<file path="src/rtl/irqc_pkg.sv">
package irqc_pkg;
  typedef struct packed {
    logic latchWr;
    logic maskWr;
    logic accept;
  } irqcStrobes_t;
endpackage

</file>
<file path="src/rtl/irqc_sources.sv">
module irqc_sources #(
  parameter int N = 32,
  parameter int S = 3,
  parameter int TIMER_HI = 3,
  parameter int TIMER_LO = 20,
  parameter int ARITH_BASE = 8
) (
  input  logic [N-1:0] hwEvent,
  input  logic         timerZero,
  input  logic [S-1:0] stickyX,
  input  logic [S-1:0] stickyY,
  input  logic         simdMode,
  output logic [N-1:0] setVec
);
  logic [S-1:0] arithLevel;

  // Secondary flags are gated by SIMD mode, one gate per exception kind
  for (genvar k = 0; k < S; k++) begin : g_arith
    assign arithLevel[k] = stickyX[k] | (simdMode & stickyY[k]);
  end

  always_comb begin
    setVec = hwEvent;
    if (timerZero) begin
      setVec[TIMER_HI] = 1'b1;
      setVec[TIMER_LO] = 1'b1;
    end
    for (int k = 0; k < S; k++) begin
      setVec[ARITH_BASE + k] = setVec[ARITH_BASE + k] | arithLevel[k];
    end
  end
endmodule

</file>
<file path="src/rtl/irqc_datapath.sv">
module irqc_datapath
  import irqc_pkg::*;
#(
  parameter int N = 32,
  localparam int VW = $clog2(N)
) (
  input  logic          clk,
  input  logic          rstN,
  input  irqcStrobes_t  strobes,
  input  logic [N-1:0]  wrData,
  input  logic [N-1:0]  setVec,
  output logic [N-1:0]  latchQ,
  output logic [N-1:0]  maskQ,
  output logic          anyPending,
  output logic [VW-1:0] topVector
);
  logic [N-1:0] eligible;
  logic [N-1:0] ackClr;
  logic [N-1:0] latchNext;

  assign eligible   = latchQ & maskQ;
  assign anyPending = |eligible;

  // Fixed priority: lowest index wins, so scan from the top down
  always_comb begin
    topVector = '0;
    for (int i = N - 1; i >= 0; i--) begin
      if (eligible[i]) topVector = VW'(i);
    end
  end

  always_comb begin
    ackClr = '0;
    if (strobes.accept) ackClr[topVector] = 1'b1;
  end

  // Hardware sets are ORed in last, so they win over writes and clears
  always_comb begin
    if (strobes.latchWr) latchNext = wrData | setVec;
    else                 latchNext = (latchQ & ~ackClr) | setVec;
  end

  always_ff @(posedge clk) begin
    if (!rstN) begin
      latchQ <= '0;
      maskQ  <= '0;
    end else begin
      latchQ <= latchNext;
      if (strobes.maskWr) maskQ <= wrData;
    end
  end
endmodule

</file>
<file path="src/rtl/irqc_control.sv">
module irqc_control
  import irqc_pkg::*;
(
  input  logic         clk,
  input  logic         rstN,
  input  logic         regWrEn,
  input  logic         regAddr,
  input  logic         irqAccept,
  input  logic         rtiPulse,
  input  logic         anyPending,
  output irqcStrobes_t strobes,
  output logic         irqValid
);
  logic inService;

  assign irqValid = anyPending & ~inService;

  always_comb begin
    strobes.latchWr = regWrEn & ~regAddr;
    strobes.maskWr  = regWrEn & regAddr;
    strobes.accept  = irqAccept & irqValid;
  end

  // No nesting: one service at a time, ended only by a return pulse
  always_ff @(posedge clk) begin
    if (!rstN)               inService <= 1'b0;
    else if (strobes.accept) inService <= 1'b1;
    else if (rtiPulse)       inService <= 1'b0;
  end
endmodule

</file>
<file path="src/rtl/irqc_top.sv">
module irqc_top
  import irqc_pkg::*;
#(
  parameter int N = 32,
  parameter int S = 3,
  parameter int TIMER_HI = 3,
  parameter int TIMER_LO = 20,
  parameter int ARITH_BASE = 8,
  localparam int VW = $clog2(N)
) (
  input  logic          clk,
  input  logic          rstN,
  input  logic          regWrEn,
  input  logic          regAddr,
  input  logic [N-1:0]  regWrData,
  output logic [N-1:0]  regRdData,
  input  logic [N-1:0]  hwEvent,
  input  logic          timerZero,
  input  logic [S-1:0]  stickyX,
  input  logic [S-1:0]  stickyY,
  input  logic          simdMode,
  output logic          irqValid,
  output logic [VW-1:0] irqVector,
  input  logic          irqAccept,
  input  logic          rtiPulse
);
  irqcStrobes_t strobes;
  logic [N-1:0] setVec;
  logic [N-1:0] latchQ;
  logic [N-1:0] maskQ;
  logic         anyPending;

  irqc_sources #(
    .N(N), .S(S), .TIMER_HI(TIMER_HI), .TIMER_LO(TIMER_LO), .ARITH_BASE(ARITH_BASE)
  ) u_src (
    .hwEvent(hwEvent), .timerZero(timerZero), .stickyX(stickyX),
    .stickyY(stickyY), .simdMode(simdMode), .setVec(setVec)
  );

  irqc_control u_ctl (
    .clk(clk), .rstN(rstN), .regWrEn(regWrEn), .regAddr(regAddr),
    .irqAccept(irqAccept), .rtiPulse(rtiPulse), .anyPending(anyPending),
    .strobes(strobes), .irqValid(irqValid)
  );

  irqc_datapath #(.N(N)) u_dp (
    .clk(clk), .rstN(rstN), .strobes(strobes), .wrData(regWrData),
    .setVec(setVec), .latchQ(latchQ), .maskQ(maskQ),
    .anyPending(anyPending), .topVector(irqVector)
  );

  assign regRdData = regAddr ? maskQ : latchQ;
endmodule

</file>
<file path="config.mk">
export PLATFORM = sky130hd
export DESIGN_NAME = irqc_top
export DESIGN_NICKNAME = d
export VERILOG_FILES = /design/src/rtl/irqc_pkg.sv /design/src/rtl/irqc_sources.sv /design/src/rtl/irqc_datapath.sv /design/src/rtl/irqc_control.sv /design/src/rtl/irqc_top.sv
export SDC_FILE = /design/constraint.sdc
export NUM_CORES = 1
export LEC_CHECK = 0
export ABC_CLOCK_PERIOD_IN_PS = 2500
export BUFFER_PORTS_ARGS = -buffer_cell sky130_fd_sc_hd__buf_4
export CORE_MARGIN = 5
export CORE_UTILIZATION = 25
export DETAILED_ROUTE_END_ITERATION = 16
export HOLD_SLACK_MARGIN = 0.06
export PLACE_DENSITY = 0.5
export SKIP_LAST_GASP = 1
export SLEW_MARGIN = 20
export SYNTH_ARGS = -nofsm -noshare
export SYNTH_HDL_FRONTEND = slang
export SYNTH_SLANG_ARGS = --single-unit
</file>
<file path="constraint.sdc">
create_clock -name clk -period 2.5 [get_ports clk]
set_input_delay 0.5 -clock clk [delete_from_list [all_inputs] [get_ports clk]]
set_output_delay 0.5 -clock clk [all_outputs]
set_load 0.01 [all_outputs]
</file>
==> results.md <==
- Status: finished, final reports clean
- Largest net degree at the start of global routing: 50
- Hold WS: 0.379 ns
- Area after DPL: 0.00486 mm^2
- Worst r2r path cells: 8
- R2R setup slack: 0.12 ns
- TritonCTS clock tree: done
- Seq cells post-synth: 65
- Hold Path Stages: 2
- Met3 wire len: 705 um
- Non-Filler Instances: 777
- Num CTS Buffers: 9
- Setup-failing EPs final: 0
- Number of routed nets with antenna violations: 0
- Min cycle time layout: 2.50 ns
- Fin. max-slew vios: 0
- Routability cong.: 0.848
- Clk buf depth: 2
- Initial antenna violation count: 0
- Crit. End Element: output port
- P_int: 2.17 mW
- Peak VDD IR: 0.000332 V
- Switch share: 0.308
- Slew @ Worst Pin: 0.847 ns
- Final nets: 668
- Crit-path max FO: 6
- Synth Cell Area: 0.00375 mm^2
- Total grt overflow: 0
- Wire per inst: 18.7 um
- First-pass detailed-route iteration total: 5
- Area contributors post-synth: dfxtp_1 35%, nand2_1 12%, mux2_2 9.6%, a21oi_1 7.6%, a22oi_1 2.6%
- CP Launch Point: u_dp.maskQ[23]$_SDFFE_PN0P_
- IO Pins: 116
- Routed vias: 4062
- DP Cell Count: 760
- Synth warnings: 0
- DR top layer: met4
- Die Ht: 133 um
- Cell Pwr Density: 602 mW/mm^2
- # diodes: 0
- Net switching power: 0.962 mW
- Die area: 0.0176 mm^2
- Post-DP HPWL: 10.9 mm
- R2R Path End: u_dp.latchQ[19]$_SDFF_PN0_
- Yosys cell types: 56
- Crit path arrival time: 2.00 ns
- Final worst-path cycle share: 0.999
- Overall Global Routing Usage: 0.162
- Comb power frac: 0.270
- F_max: 400 MHz
- Relative slew slack: 0.433
- Sinks on Clock Net: 65
- Critical path class: reg2out
- Area grow syn2layout: 38.5%
- Lkg Pwr: 2.18 nW
- Max-cap viol count: 0
- Post-route cell area: 0.00520 mm^2
- Commonest non-fill, non-tap cells in the layout: 130 x buf_4, 116 x nand2_1, 61 x dfxtp_1, 57 x a21oi_1, 32 x mux2_2
- Yosys top cell by area: dfxtp_1
- WL met1: 6.84 mm
- Clk_skew: 0.00610 ns
- 1st-iter DRT viols: 254
- FFs w/ async S/R, synth: 0
- Worst-path clk slew: 0.05 ns
- Part of the power in registers: 0.381
- PortBufs: 115
- Worst setup SP type: flop
- Mapped Nets: 552
- WL final: 14.5 mm
- Rows: 44
- Vias per inst: 5.23
- H-Tree Depth: 3
- Core area: 0.0146 mm^2
- Worst setup path endpoint: irqVector[0]
- Synth top area share: 0.347
- Root Driver: clkbuf_16
- Vias in the first global route: 4140
- Synth Area per Inst: 7.92 um^2
- Die Width: 133 um
- Worst-Skew Late Latency: 0.34 ns
- Met2 wire len: 6.74 mm
- Initial Util: 0.256
- DRC viols: 0
- Hold Fails Final Rpt: 0
- Post-synthesis sequential area ratio: 0.347
- Worst hold path class: in2reg
- WP data required: 2.00 ns
- Crit Reg-Reg Startpoint: u_dp.maskQ[23]$_SDFFE_PN0P_
- Main synth FF type: dfxtp_1
- Layout cell share with drive strength beyond 1: 0.347
- Most common cell after layout, fill and taps aside: buf_4
- First-pass GRT wire length: 22.5 mm
- Syn Inst Count: 474
- Clock share of power: 0.349
- Number of synthesized flops with an enable pin: 0
- Cts hold-fix bufs: 0
- Fin util: 0.355
- RSZ-0062 raised after global routing: yes
==> metrics by stage <==
step | setup slack (ns) | TNS [ns] | total power [mW]
after floorplan | 0.511 | 0 | 1.63
after global placement | 0.133 | 0 | 2.02
after detailed placement | 0.136 | 0 | 2.03
after CTS | -0.0848 | -0.0915 | 3.13
after global routing | -0.0658 | -0.0658 | 3.26
final | 0.00308 | 0 | 3.13
==> synthesized netlist by cell type (all sizes together) (3+ instances only) <==
cell type and count:
a22oi 14, inv 3, nor2b 4, o311a 6, a32o 6, or3 3
nand3 9, o311ai 3, a31oi 11, a21oi 57, o22ai 3, a211o 3
dfxtp 65, nor3 17, and3 6, o21ai 4, a31o 5, a22o 5
clkbuf 20, nand4 4, mux2 32, a221oi 3, o21a 5, a21o 6
nand2b 5, nor2 19, buf 6, and2 5, a211oi 6, nand2 118
==> layer usage <==
| metal | global-route usage | vias up |
|---|---|---|
| li1 | - | 1971 |
| met4 | 0.0525 | 0 |
| met2 | 0.257 | 119 |
| met3 | 0.0368 | 21 |
| met5 | 0 | - |
| met1 | 0.217 | 1951 |
==> critical path, cell delays in order, from the launching register on <==
cell,delay [ns]
dfxtp_2,0.37
nand2_1,0.11
a32o_2,0.31
a221oi_4,0.31
a211o_1,0.20
nand3_2,0.11
inv_4,0.12
buf_4,0.13
==> area by class of cell <==
type	instances	area (um^2)
clock inverters	1	5.00
fillers	1587	9450
repair buffers	131	996
clock buffers	13	240
inverters	4	17.5
flip-flops and latches	65	1310
well taps	184	230
multi-input cells	379	2400
==> flip-flops by register name, indices dropped and copies added (netlist names) <==
register and count:
u_dp.latchQ 32, u_ctl.inService 1, u_dp.maskQ 32
==> power by group through the flow <==
stage	Clock [mW]	Combinational (mW)	Sequential, mW
global route	1.15	0.908	1.20
global placement	0	0.819	1.20
finish	1.09	0.844	1.19
CTS	1.12	0.830	1.19
detailed placement	0	0.826	1.21
floorplan	0	0.450	1.18
==> how the worst min path moves through the flow <==
stage / from / to / slack (ns)
floorplan: u_dp.maskQ[1]$_SDFFE_PN0P_ / u_dp.maskQ[1]$_SDFFE_PN0P_ / 0.45
global placement: u_dp.maskQ[1]$_SDFFE_PN0P_ / u_dp.maskQ[1]$_SDFFE_PN0P_ / 0.47
detailed placement: u_dp.maskQ[1]$_SDFFE_PN0P_ / u_dp.maskQ[1]$_SDFFE_PN0P_ / 0.48
CTS: hwEvent[22] / u_dp.latchQ[22]$_SDFF_PN0_ / 0.37
global route: hwEvent[22] / u_dp.latchQ[22]$_SDFF_PN0_ / 0.37
finish: hwEvent[22] / u_dp.latchQ[22]$_SDFF_PN0_ / 0.38
==> cell families after synthesis <==
logic type / count (synthesis) / synth area share
and+or+nand+nor: 194 / 0.227
muxes: 34 / 0.101
AOI/OAI and AO/OA: 151 / 0.294
DFF: 65 / 0.347
buffers and inverters: 30 / 0.0307
==> what timing repair did <==
item	in CTS	in global routing
resized for setup	2	15
endpoints found under the setup margin	3	7
gates cloned	0	0
pin swaps	1	5
buffers inserted	0	3
Power figures use the tool's default switching activity.
